`config.mk`:
```
export PLATFORM = sky130hd
export DESIGN_NAME = dsleep_wake_detector
export DESIGN_NICKNAME = d
export VERILOG_FILES = /design/src/rtl/dswd_pkg.sv /design/src/rtl/dswd_entry_detect.sv /design/src/rtl/dswd_irq_capture.sv /design/src/rtl/dswd_restore_timer.sv /design/src/rtl/dsleep_wake_detector.sv
export SDC_FILE = /design/constraint.sdc
export NUM_CORES = 1
export LEC_CHECK = 0
export ABC_AREA = 1
export BUFFER_PORTS_ARGS = -buffer_cell sky130_fd_sc_hd__buf_2
export CAP_MARGIN = 15
export CORE_ASPECT_RATIO = 2
export CORE_UTILIZATION = 40
export CTS_BUF_LIST = sky130_fd_sc_hd__clkbuf_8 sky130_fd_sc_hd__clkbuf_16
export CTS_CLUSTER_SIZE = 30
export DETAILED_ROUTE_END_ITERATION = 8
export PLACE_DENSITY = 0.66
export SYNTH_ARGS = -nofsm -noshare
export SYNTH_HDL_FRONTEND = slang
export SYNTH_HIERARCHICAL = 1
export SYNTH_SLANG_ARGS = --single-unit
```
`constraint.sdc`:
```
create_clock -name clk -period 2 [get_ports clk]
set_input_delay 0.4 -clock clk [delete_from_list [all_inputs] [get_ports clk]]
set_output_delay 0.4 -clock clk [all_outputs]
set_load 0.02 [all_outputs]
```
`src/rtl/dswd_pkg.sv`:
```
package dswd_pkg;

    typedef enum logic [1:0] {
        ST_IDLE    = 2'd0,
        ST_ARMED   = 2'd1,
        ST_RESTORE = 2'd2,
        ST_READY   = 2'd3
    } dswd_state_e;

    typedef struct packed {
        logic kill;    // debugger present
        logic entry;   // qualified deep-sleep entry
        logic hit;     // enabled interrupt seen
        logic resume;  // core reports it is running
        logic done;    // restore delay elapsed
    } dswd_evt_t;

    function automatic dswd_state_e dswd_next(input dswd_state_e cur, input dswd_evt_t ev);
        dswd_state_e nxt;
        nxt = cur;
        if (ev.kill) begin
            nxt = ST_IDLE;
        end else begin
            unique case (cur)
                ST_IDLE:    nxt = ev.entry  ? ST_ARMED : ST_IDLE;
                ST_ARMED:   nxt = ev.resume ? ST_IDLE :
                                  (ev.hit ? ST_RESTORE : ST_ARMED);
                ST_RESTORE: nxt = ev.resume ? ST_IDLE :
                                  (ev.done ? ST_READY : ST_RESTORE);
                ST_READY:   nxt = ev.resume ? ST_IDLE : ST_READY;
                default:    nxt = ST_IDLE;
            endcase
        end
        return nxt;
    endfunction

    function automatic logic dswd_is_waking(input dswd_state_e s);
        return (s == ST_RESTORE) || (s == ST_READY);
    endfunction

endpackage

```
`src/rtl/dswd_entry_detect.sv`:
```
module dswd_entry_detect (
    input  logic clk,
    input  logic rst,
    input  logic core_sleeping,
    input  logic deep_sleep_sel,
    input  logic dbg_attached,
    output logic entry
);
    logic sleep_q;

    always_ff @(posedge clk) begin
        if (rst) begin
            sleep_q <= 1'b0;
        end else begin
            sleep_q <= core_sleeping;
        end
    end

    assign entry = core_sleeping && !sleep_q && deep_sleep_sel && !dbg_attached;
endmodule

```
`src/rtl/dswd_irq_capture.sv`:
```
module dswd_irq_capture #(
    parameter int N_IRQ = 16
) (
    input  logic             clk,
    input  logic             rst,
    input  logic             capture,
    input  logic             clear,
    input  logic             load,
    input  logic             accum,
    input  logic [N_IRQ-1:0] irq_lines,
    input  logic [N_IRQ-1:0] irq_enable,
    output logic             hit,
    output logic [N_IRQ-1:0] pending
);
    logic [N_IRQ-1:0] en_q;
    logic [N_IRQ-1:0] masked;

    always_ff @(posedge clk) begin
        if (rst) begin
            en_q <= '0;
        end else if (capture) begin
            en_q <= irq_enable;
        end
    end

    assign masked = irq_lines & en_q;
    assign hit    = |masked;

    for (genvar i = 0; i < N_IRQ; i++) begin : g_line
        always_ff @(posedge clk) begin
            if (rst || clear) begin
                pending[i] <= 1'b0;
            end else if (load && hit) begin
                pending[i] <= masked[i];
            end else if (accum && masked[i]) begin
                pending[i] <= 1'b1;
            end
        end
    end
endmodule

```
`src/rtl/dswd_restore_timer.sv`:
```
module dswd_restore_timer #(
    parameter int RESTORE_CYCLES = 8
) (
    input  logic clk,
    input  logic rst,
    input  logic run,
    output logic done
);
    localparam int CW = (RESTORE_CYCLES > 1) ? $clog2(RESTORE_CYCLES) : 1;
    localparam logic [CW-1:0] LAST = CW'(RESTORE_CYCLES - 1);

    logic [CW-1:0] cnt_q;

    always_ff @(posedge clk) begin
        if (rst || !run) begin
            cnt_q <= '0;
        end else if (cnt_q != LAST) begin
            cnt_q <= cnt_q + CW'(1);
        end
    end

    assign done = run && (cnt_q == LAST);
endmodule

```
`src/rtl/dsleep_wake_detector.sv`:
```
module dsleep_wake_detector
    import dswd_pkg::*;
#(
    parameter int N_IRQ          = 16,
    parameter int RESTORE_CYCLES = 8
) (
    input  logic             clk,
    input  logic             rst,
    input  logic [N_IRQ-1:0] irq_lines,
    input  logic [N_IRQ-1:0] irq_enable,
    input  logic             deep_sleep_sel,
    input  logic             core_sleeping,
    input  logic             core_running,
    input  logic             dbg_attached,
    output logic             pwr_down_ok,
    output logic             wake_req,
    output logic             irq_valid,
    output logic [N_IRQ-1:0] irq_pending
);
    dswd_state_e state_q;
    dswd_state_e state_d;
    dswd_evt_t   ev;
    logic        entry;
    logic        hit;
    logic        done;
    logic        clear;

    dswd_entry_detect u_entry (
        .clk            (clk),
        .rst            (rst),
        .core_sleeping  (core_sleeping),
        .deep_sleep_sel (deep_sleep_sel),
        .dbg_attached   (dbg_attached),
        .entry          (entry)
    );

    assign clear = dbg_attached || ((state_q != ST_IDLE) && core_running);

    dswd_irq_capture #(.N_IRQ(N_IRQ)) u_cap (
        .clk        (clk),
        .rst        (rst),
        .capture    (entry && (state_q == ST_IDLE)),
        .clear      (clear),
        .load       (state_q == ST_ARMED),
        .accum      (dswd_is_waking(state_q)),
        .irq_lines  (irq_lines),
        .irq_enable (irq_enable),
        .hit        (hit),
        .pending    (irq_pending)
    );

    dswd_restore_timer #(.RESTORE_CYCLES(RESTORE_CYCLES)) u_tmr (
        .clk  (clk),
        .rst  (rst),
        .run  (state_q == ST_RESTORE),
        .done (done)
    );

    always_comb begin
        ev.kill   = dbg_attached;
        ev.entry  = entry;
        ev.hit    = hit;
        ev.resume = core_running;
        ev.done   = done;
        state_d   = dswd_next(state_q, ev);
    end

    always_ff @(posedge clk) begin
        if (rst) begin
            state_q <= ST_IDLE;
        end else begin
            state_q <= state_d;
        end
    end

    assign pwr_down_ok = (state_q == ST_ARMED);
    assign wake_req    = dswd_is_waking(state_q);
    assign irq_valid   = (state_q == ST_READY);
endmodule

```
==> results of run 1 <==
-- area by class of cell --
cell class	count	area share
clock buffers	6	0.0396
clock inverters	2	0.00420
inverters	31	0.0559
multi-input cells	163	0.362
flip-flops and latches	38	0.365
well taps	52	0.0312
repair buffers	58	0.142
-- cell usage after synthesis (all sizes together) --
cell / count / area (sq um)
nor4: 1 / 12.5
buf: 3 / 27.5
ha: 2 / 25.0
nand3: 1 / 10.0
dfxtp: 38 / 761
o21ai: 1 / 16.3
o21bai: 1 / 7.51
inv: 31 / 116
nor2: 12 / 57.6
a21oi: 35 / 190
or2: 3 / 18.8
clkbuf: 7 / 26.3
nand2: 106 / 410
nand4: 1 / 6.26
-- metal layers --
metal / wire length, um / GRT usage
met5: 0 / 0
met4: 97 / 0.0949
met3: 117 / 0.0365
met2: 1850 / 0.292
met1: 1410 / 0.196
-- worst max-delay path: stages (launching register included) --
cell	delay (ns)
dfxtp_1	0.42
inv_1	0.06
nor2_1	0.26
buf_2	0.23
-- state kept, by name, indices dropped and copies added, names as in the netlist --
name	flops
u_cap/en_q	16
u_entry/sleep_q	1
u_tmr/cnt_q	3
state_q	2
u_cap/pending	16
-- power breakdown --
| part | switching, mW | total, mW | internal, mW |
|---|---|---|---|
| sequential | 0.00530 | 0.772 | 0.767 |
| combinational | 0.0607 | 0.107 | 0.0460 |
| clock | 0.248 | 0.520 | 0.273 |
-- metrics by stage --
stage / power [mW] / util / setup slack [ns] / cell area, sq um
after floorplan: 0.847 / - / 0.500 / 1690
after global placement: 0.898 / 0.492 / 0.431 / 1990
after detailed placement: 0.898 / 0.492 / 0.407 / 1990
after CTS: 1.43 / 0.515 / 0.314 / 2080
after global routing: 1.47 / 0.515 / 0.257 / 2080
final: 1.40 / 0.515 / 0.347 / 2080
-- worst paths after layout --
check	from	endpoint	slack (ns)	depth (start not counted)
max	state_q[0]	pwr_down_ok	0.35	3
min	core_running	state_q[1]	0.32	2
max reg2reg	u_cap/en_q[6]	u_cap/pending[6]	0.61	8
min reg2reg	u_cap/pending[3]	u_cap/pending[3]	0.46	2
-- cells by family after synthesis --
group,count (synthesis),share of synthesized area
compound gates,37,0.127
fa+ha+maj,2,0.0148
buf+inv,41,0.101
flops,38,0.451
simple gates,124,0.306
-- layout by cell type, fill, tap and decap left out --
cell and instances:
a21oi_1 31, a21oi_2 4, buf_2 56, buf_4 2
clkbuf_8 6, clkinv_2 1, dfxtp_1 38, ha_1 2
inv_1 31, inv_2 1, nand2_1 103, nand2_2 2
nand2_4 1, nand3_2 1, nand4_1 1, nor2_1 7
nor2_2 5, nor4_2 1, o21ai_4 1, o21bai_1 1
or2_1 1, or2_2 2
==> summary.md, run 1 <==
The flow ran to the end, and the final reports show no timing, DRC or antenna violations. Relative to the synthesized area, the layout overhead comes to 23.6%. The max-slew violation count was 0. The tools report the all-layer global routing usage as 0.176.

For this design the ratio of total power to cell area is 672 nW/um^2. The first TritonRoute pass finished after 4 iterations. The path category of the worst min-delay check is input pin to flip-flop. Summing all flip-flop and latch instances after layout gives 761 sq um. Clock-pin slew was measured on the worst setup and hold paths at 0.07 ns. The floorplan step defined a die boundary enclosing 4490 sq um.

The worst clock skew on the final layout was 0.00776 ns. Data on the critical path arrives at its endpoint at 1.25 ns. The worst slew margin relative to its limit is 0.699. The tools report the net count of the finished layout as 337. After floorplanning, the core was sized to cover 4050 sq um. The post-layout instance count excluding filler cells was 350; the placed wire-length estimate was 2.72 mm.

The number of CTS-inserted buffers is 5. The measured slew at the worst slew-check pin is 0.451 ns. The floorplan step set the die height to 93.8 um. The floorplan die width was 47.9 um.

Hold repair after CTS inserted 0 buffers. TritonCTS built the clock tree. The repair_antennas step left the layout with diodes totalling 0. The post-route fraction of the period consumed by the critical path was 0.827. The minimum period implied by the final worst setup slack is 1.65 ns, and the DRC violation total after the first TritonRoute iteration is 17. VDD sags by at most 474 uV. The total instance count after detailed placement was 342; the final RePlAce weighted congestion was 0.772. Data on the critical path is required at its endpoint by 1.60 ns. The distinct cell type count of the synthesized netlist was 21. The synthesized netlist occupies a cell area of 1690 sq um. The total clock sinks is 38, and the final number of hold-violating endpoints is 0.

The clock latency at the later pin of the worst-skew pair was 0.28 ns. For the effective utilization at floorplan, the log shows 0.417. For the number of antenna violations at the first check in global routing, the log shows 0. Max-cap violations in this run came to 0. The proportion of layout cells with a drive suffix above 1 is 0.279, and the total wire length after detailed routing is 3.47 mm. The first-pass GRT wire length was 5.65 mm. Setup repair after global routing left no endpoint under its margin. In this run, post-CTS repair resized a total of 0 instances.

The tools report the final global-route overflow total as 0. Entering global routing, the biggest net connects 21 pins. Detailed routing inserted a total of 1540 vias.

Dividing the detail-routed via count by the number of cells gives 4.40. For this run, the top clock speed supported by timing is 605 MHz. On the final layout, the worst hold slack is 0.322 ns.

The average instance in the mapped netlist occupies 6.96 sq um. The level count of the clock H-tree was 2; the routed length per placed instance was 9.91 um. For the number of buffers inserted by post-CTS setup repair, the log shows 0. The maximum fanout encountered on the critical timing path is 6. Fill cells in the final layout number 456.

Synthesis produced a netlist whose cell count is 242. The logs give 2 for the worst-case clock buffer depth and 1.08 nW for the standby leakage power. STA classifies the critical path startpoint as a flip-flop. In this run the remaining antenna-violating nets after routing total 0. After routing, the total negative slack on setup checks comes to 0 ns.

Synthesis inferred 38 register bits. In this run the tool buffered the top-level ports with 56 buffer cells. Synthesis produced a netlist with a net count of 282.

In the routed design, unresolved DRC markers number 0. The category of the critical setup timing path is flip-flop to output port. The tools report the sequential share of the synthesized area as 0.451.

Setup violations remaining at the end of the flow were counted as 0. The worst setup path is captured at an output port. Summing all multi-input logic gate instances after layout gives 754 sq um. The floorplan has 33 rows. The Yosys warning count is 6. Cell at the root of the clock tree: clkbuf_8. The run gives 1348 as the via count of the first global-routing pass. Pin placement for this block handled 57 I/O pins.
Power figures use the tool's default switching activity.
==> run 2: changes to the inputs <==
PLACE_DENSITY = 0.68   (was 0.66)
clock period = 1.3 ns   (was 2 ns; I/O delays follow)
==> summary.md, run 2 (synthesis gave the netlist of run 1 again) <==
The worst setup path is captured at a flip-flop. The run finished, with violations left. In this run the critical register-to-register path is captured at u_cap/pending[6].

The via count of the first global-routing pass is 1687 (+25%), and the die height is 93.8 um (unchanged). The tools report the nature of the critical path startpoint as a flip-flop. The run gives 0.417 (unchanged) as the effective utilization at floorplan. The start point of the critical path was u_cap/en_q[3].

The max-slew violation count came out at 0 (unchanged). For the final RePlAce weighted congestion, the log shows 0.785 (+1.7%). TritonCTS built the clock tree.

The library cells used most frequently in the layout, excluding fill and tap cells, are nand2_1 (85), buf_2 (54), buf_4 (40), a21oi_1 (31), inv_1 (27). The post-route fraction of the period consumed by the critical path is 1.03, and the measured slew at the worst slew-check pin is 0.332 ns (-0.119 ns). The critical path arrival is 1.51 ns (+0.26 ns), and the clock transition time at the flip-flop clock pins of the worst setup and hold paths is 0.07 ns (about the same). The number of maximum-capacitance violations was 0 (unchanged). The tightest min-delay check is of the input pin to flip-flop type.

Cell class contributing the biggest share of worst-path delay: simple AND/OR/NAND/NOR gates. The level count of the clock H-tree was 2 (unchanged); the core area was 4050 sq um (unchanged). For the die area, the log shows 4490 sq um (unchanged).

The run gives 2 (unchanged) as the worst-case clock buffer depth. The DRC violation total after the first TritonRoute iteration is 34 (+17). Total power density per cell area: 924 nW/um^2 (+38%).

The tools report the number of cell rows as 33 (unchanged). The run gives 0.779 (+0.0799) as the worst slew margin relative to its limit. Relative to the synthesized area, the layout overhead comes to 52.0%. The clock latency at the later pin of the worst-skew pair came out at 0.29 ns (about the same). The worst register-to-register path begins at u_cap/en_q[3]. The overall via count from detail_route is 1768 (+15%), and the floorplan die width is 47.9 um (unchanged). For the standby leakage power, the log shows 1.29 nW (+19%). The number of antenna violations at the first check in global routing is 0 (unchanged). The number of CTS-inserted buffers was 5 (unchanged); the via density per instance was 4.51 (+2.5%). The run gives 4.38 mm (+26%) as the total wire length after detailed routing. The pin count of the biggest net entering global routing is 19 (-9.5%), and the proportion of layout cells with a drive suffix above 1 is 0.482 (+0.204). Register-to-register path setup slack: -0.04 ns (-0.65 ns). The most common library cell in the layout ignoring fill and taps was nand2_1. For this run, the top clock speed supported by timing is 748 MHz. First-pass GRT wire length: 6.78 mm (+20%).

Minimum period implied by the final worst setup slack: 1.34 ns. The run gives 0 (unchanged) as the count of inserted antenna diode cells. The final routed DRC violation total came out at 0 (unchanged). The cell type of the slowest stage on the worst timing path is dfxtp_1. The placed wire-length estimate came out at 3.08 mm (+13%). The final reports fail on setup timing. The area of the multi-input gates was 842 sq um (+12%). The total area of sequential cells is 778 sq um (+2.3%), and the post-route total power is 2.37 mW (+69%). The logs give 405 (-11%) for the count of fill cells added during filler insertion and 0.00682 ns (-0.000940 ns) for the worst clock skew on the final layout.

The antenna violation net count after detailed routing was 0 (unchanged); the aggregate negative setup slack was -0.414 ns (-0.414 ns). The number of cells traversed by the worst register-to-register path was 8 (unchanged); the maximum fanout encountered on the critical timing path was 16 (+10). Number of gates on the worst path with buffers counted: 8 (+5). Count of pins on the block boundary: 57 (unchanged).

The critical path is of the flip-flop to flip-flop type. The run gives 392 (+12%) as the post-layout instance count excluding filler cells. In the final layout, the registers with the most flip-flops are u_cap/en_q (16), u_cap/pending (16), u_tmr/cnt_q (3). The stage delay of the slowest cell on the critical path was 0.33 ns (-0.09 ns); the count of final setup violators was 16 (+16). The all-layer global routing usage is 0.213 (+0.0365).

Total clock sinks: 38 (unchanged). The last element of the critical path was u_cap/pending[6]. For the final number of hold-violating endpoints, the log shows 0 (unchanged). The run gives 761 uV (+61%) as the peak supply drop. The count of input and output buffers was 56 (unchanged); the net count of the finished layout was 379 (+12%). The tools report the cell at the root of the clock tree as clkbuf_8. The required time of the critical path was 1.48 ns (-0.12 ns); the total instance count after detailed placement was 366 (+7.0%). The critical path goes through nand2_1 -> nand2_2 -> nor2_4 -> nand2_2 -> o21ai_4 -> nand2_4 -> nand2_1 -> a21oi_2. Setup repair after global routing could not meet its margin everywhere. The worst path buffer plus inverter count is 0 (-2), and the final global-route overflow total is 0 (unchanged). The routed length per placed instance is 11.2 um (+13%).

The final critical-path setup slack is -0.0372 ns (-0.384 ns), and the iteration count of the initial detailed-routing pass is 4 (unchanged).
-- run 2: cell types whose count changed in the layout (fill, tap and decap cells not counted), moves of 6 or more --
cell / change
nand2_1: -18
dfxtp_1: -12
buf_4: +38
dfxtp_2: +11
nand2_2: +18
nor2_4: +6
-- run 2: worst min-delay path by stage --
stage	from	end	slack [ns]	depth (start not counted)
2_1_floorplan	core_running	state_q[1]	0.32	1
3_3_place_gp	u_tmr/cnt_q[2]	u_tmr/cnt_q[2]	0.45	2
3_5_place_dp	u_cap/en_q[7]	u_cap/en_q[7]	0.45	2
4_1_cts	core_running	state_q[1]	0.17	2
5_1_grt	core_sleeping	u_entry/sleep_q	0.18	3
6_report	core_sleeping	u_entry/sleep_q	0.18	3
-- run 2: tightest hold or removal path, delay by kind of cell --
kind | cells | cell delay, ns
buffers and inverters | 2 | 0.14
AND/OR/NAND/NOR | 1 | 0.03
-- run 2: layout make-up --
cell class / count / area share
flip-flops and latches: 38 / 0.304
multi-input cells: 163 / 0.329
repair inverters: 1 / 0.00293
clock buffers: 8 / 0.0430
repair buffers: 99 / 0.248
inverters: 31 / 0.0479
well taps: 52 / 0.0254
-- run 2: power by group --
part	internal, mW	switching, mW
Sequential	1.18	0.0103
Combinational	0.120	0.120
Clock	0.535	0.402
Total	1.83	0.532
-- run 2: stage by stage --
step	area [sq um]	hold WS, ns	setup WS [ns]	util
after floorplan	1720	0.323	-0.0137	-
after global placement	2200	0.448	-0.145	0.544
after detailed placement	2200	0.452	-0.167	0.544
after CTS	2490	0.173	-0.0436	0.616
after global routing	2560	0.177	-0.125	0.633
final	2560	0.179	-0.0372	0.633
-- run 2: metal layers --
| metal | vias up | wire length [um] | GRT usage |
|---|---|---|---|
| met5 | - | 0 | 0 |
| met1 | 781 | 1610 | 0.210 |
| met4 | 0 | 191 | 0.134 |
| met3 | 16 | 154 | 0.0423 |
| li1 | 927 | - | - |
| met2 | 44 | 2430 | 0.368 |
-- run 2: timing repair --
action,CTS,global route
gates resized for setup,29,19
cloned,0,1
setup endpoints to repair,19,34
hold buffers,0,0
pin swaps,16,3
buffers inserted,15,2
==> run 3: changes to the inputs <==
GPL_TIMING_DRIVEN = 0   (was unset)
SKIP_CTS_REPAIR_TIMING = 1   (was unset)
==> summary.md, run 3 (synthesis gave the netlist of run 1 again) <==
The run finished, with violations left. The final reports fail on setup timing. The worst slew margin relative to its limit came out at 0.646 (-0.133). The net count of the finished layout was 354 (-6.6%); the final routed DRC violation total was 0 (unchanged). The worst hold slack after final layout was 0.152 ns (-0.0271 ns).

All-layer global routing usage: 0.183 (-0.0297). Count of inserted antenna diode cells: 0 (unchanged). The total power density per cell area works out to 930 nW/um^2 (+0.67%). The tools report the startpoint of the most critical hold path as rst. The number of cells traversed by the worst register-to-register path was 9 (+1). The worst-case clock buffer depth is 2 (unchanged). Setup repair after global routing could not meet its margin everywhere. The cell type of the slowest stage on the worst timing path was dfxtp_1.

The max-slew violation count is 0 (unchanged). The tools report the count of pins on the block boundary as 57 (unchanged). The worst flop-to-flop path startpoint is u_cap/en_q[5]. The floorplan die width is 47.9 um (unchanged), and the routed length per placed instance is 10.3 um (-7.4%). The number of antenna violations at the first check in global routing is 0 (unchanged). The minimum period implied by the final worst setup slack works out to 1.38 ns (+0.0392 ns). The tools report the worst clock skew on the final layout as 0.00538 ns (-0.00144 ns). The logs give 17 (+1) for the count of final setup violators and 2.24 mW (-5.5%) for the post-route total power. STA classifies the critical path startpoint as a flip-flop. Stage delay of the slowest cell on the critical path: 0.32 ns (about the same). In this run the critical register-to-register path is captured at u_cap/pending[3]. For the met2 wire length, the log shows 2.11 mm (-13%). The clock transition time at the flip-flop clock pins of the worst setup and hold paths was 0.08 ns (about the same). The run gives 0 (unchanged) as the number of maximum-capacitance violations. The capture endpoint of the worst hold path was u_entry/sleep_q. The number of cell rows is 33 (unchanged), and the overall via count from detail_route is 1623 (-8.2%). In the layout the commonest cells are nand2_1 (76), buf_2 (56), dfxtp_1 (33), nand2_2 (29), inv_1 (28).

The library cell used most frequently in the layout, excluding fill and tap cells, is nand2_1. The proportion of layout cells with a drive suffix above 1 came out at 0.470 (-0.0125). STA classifies the critical path endpoint as a flip-flop. The tools report the register-to-register path setup slack as -0.08 ns (-0.04 ns).

The count of input and output buffers came out at 56 (unchanged). The post-route fraction of the period consumed by the critical path was 1.06 (+0.0301); the synthesis-to-layout area growth was 42.7%. The total wire length after detailed routing is 3.80 mm (-13%), and the number of stages on the worst hold path is 2 (-1). The antenna violation net count after detailed routing was 0 (unchanged). The standby leakage power was 1.18 nW (-8.1%). The run gives 727 MHz (-2.8%) as the peak clock frequency supported by timing. TritonCTS built the clock tree. The logs give -0.314 ns (-0.147 ns) for the post-placement setup slack and 1.44 mm (-10%) for the wire length on met1. Measured slew at the worst slew-check pin: 0.531 ns (+0.199 ns). For the effective utilization at floorplan, the log shows 0.417 (unchanged).

The critical path's most frequent cell was nand2_2. The required time of the critical path is 1.48 ns (about the same), and the level count of the clock H-tree is 2 (unchanged). The largest registers in the layout are u_cap/en_q (16), u_cap/pending (16), u_tmr/cnt_q (3).

The critical path arrival was 1.56 ns (+0.05 ns); the number of CTS-inserted buffers was 5 (unchanged). Final RePlAce weighted congestion: 0.752 (-4.3%). Maximum fanout encountered on the critical timing path: 10 (-6). The length of routed met3 wiring was 171 um (+11%).

The DRC violation total after the first TritonRoute iteration was 19 (-44%); the clock latency at the later pin of the worst-skew pair was 0.29 ns (about the same). The post-layout instance count excluding filler cells is 367 (-6.4%), and the final critical-path setup slack is -0.0764 ns (-0.0392 ns). The total instance count after detailed placement was 350 (-4.4%); the via density per instance was 4.42 (-1.9%). The detailed router used layers up to and including met4. The final global-route overflow total came out at 0 (unchanged). The category of the critical setup timing path was flip-flop to flip-flop. Clock tree synthesis selected as its root buffer the cell clkbuf_8.

The logs give 2.82 mm (-8.4%) for the placed wire-length estimate and 5.92 mm (-13%) for the first-pass GRT wire length. The total clock sinks came out at 38 (unchanged). The iteration count of the initial detailed-routing pass was 4 (unchanged); the pin count of the biggest net entering global routing was 12 (-7). The peak supply drop is 674 uV (-11%). The die area is 4490 sq um (unchanged), and the die height is 93.8 um (unchanged). The core area is 4050 sq um (unchanged), and the final core utilization is 0.594 (-0.0387). The final number of hold-violating endpoints came out at 0 (unchanged).

Path category of the worst min-delay check: input pin to flip-flop. The signal on the critical path passes through nand2_2 -> nand2_2 -> nor2_4 -> nand2_2 -> o21ai_4 -> nand2_4 -> buf_6 -> nand2_1 -> a21oi_1. Via count of the first global-routing pass: 1391 (-18%).
[run 3: report_power, final]
group / switching, mW / internal, mW
logic: 0.115 / 0.102
registers: 0.0106 / 1.18
clock network: 0.413 / 0.420
total: 0.539 / 1.70
[run 3: critical path, delay by kind of cell (launching register included)]
family / cells / cell delay (ns)
buffers and inverters: 1 / 0.14
DFF: 1 / 0.32
and+or+nand+nor: 6 / 0.51
AOI/OAI and AO/OA: 2 / 0.28
[run 3: worst max path at each step]
| stage | depth (start not counted) | startpoint | slack (ns) | to |
|---|---|---|---|---|
| 4_1_cts | 9 | u_cap/en_q[6] | -0.27 | u_cap/pending[8] |
| 5_1_grt | 9 | u_cap/en_q[4] | -0.16 | u_cap/pending[15] |
| 3_3_place_gp | 10 | irq_lines[6] | -0.29 | u_cap/pending[3] |
| 2_1_floorplan | 9 | u_cap/en_q[14] | -0.01 | u_cap/pending[1] |
| 3_5_place_dp | 10 | irq_lines[6] | -0.31 | u_cap/pending[3] |
| 6_report | 9 | u_cap/en_q[5] | -0.08 | u_cap/pending[3] |
[run 3: area by class of cell]
cell class | count | area (sq um)
plain buffers | 10 | 93.8
clock buffers | 6 | 82.6
clock inverters | 2 | 8.76
fillers | 433 | 1640
inverters | 31 | 120
multi-input cells | 163 | 901
flip-flops and latches | 38 | 772
well taps | 52 | 65.1
repair buffers | 65 | 362
[run 3: metrics by stage]
stage | cell area [sq um] | setup TNS (ns)
6_report | 2400 | -0.977
5_1_grt | 2400 | -3.08
4_1_cts | 2160 | -5.71
3_5_place_dp | 2070 | -6.96
3_3_place_gp | 2070 | -6.44
2_1_floorplan | 1720 | -0.119
[run 3: layer usage]
| layer | global-route usage | vias to the layer above |
|---|---|---|
| met3 | 0.0423 | 6 |
| met5 | 0 | - |
| met4 | 0.0926 | 0 |
| met2 | 0.303 | 36 |
| met1 | 0.204 | 703 |
| li1 | - | 878 |
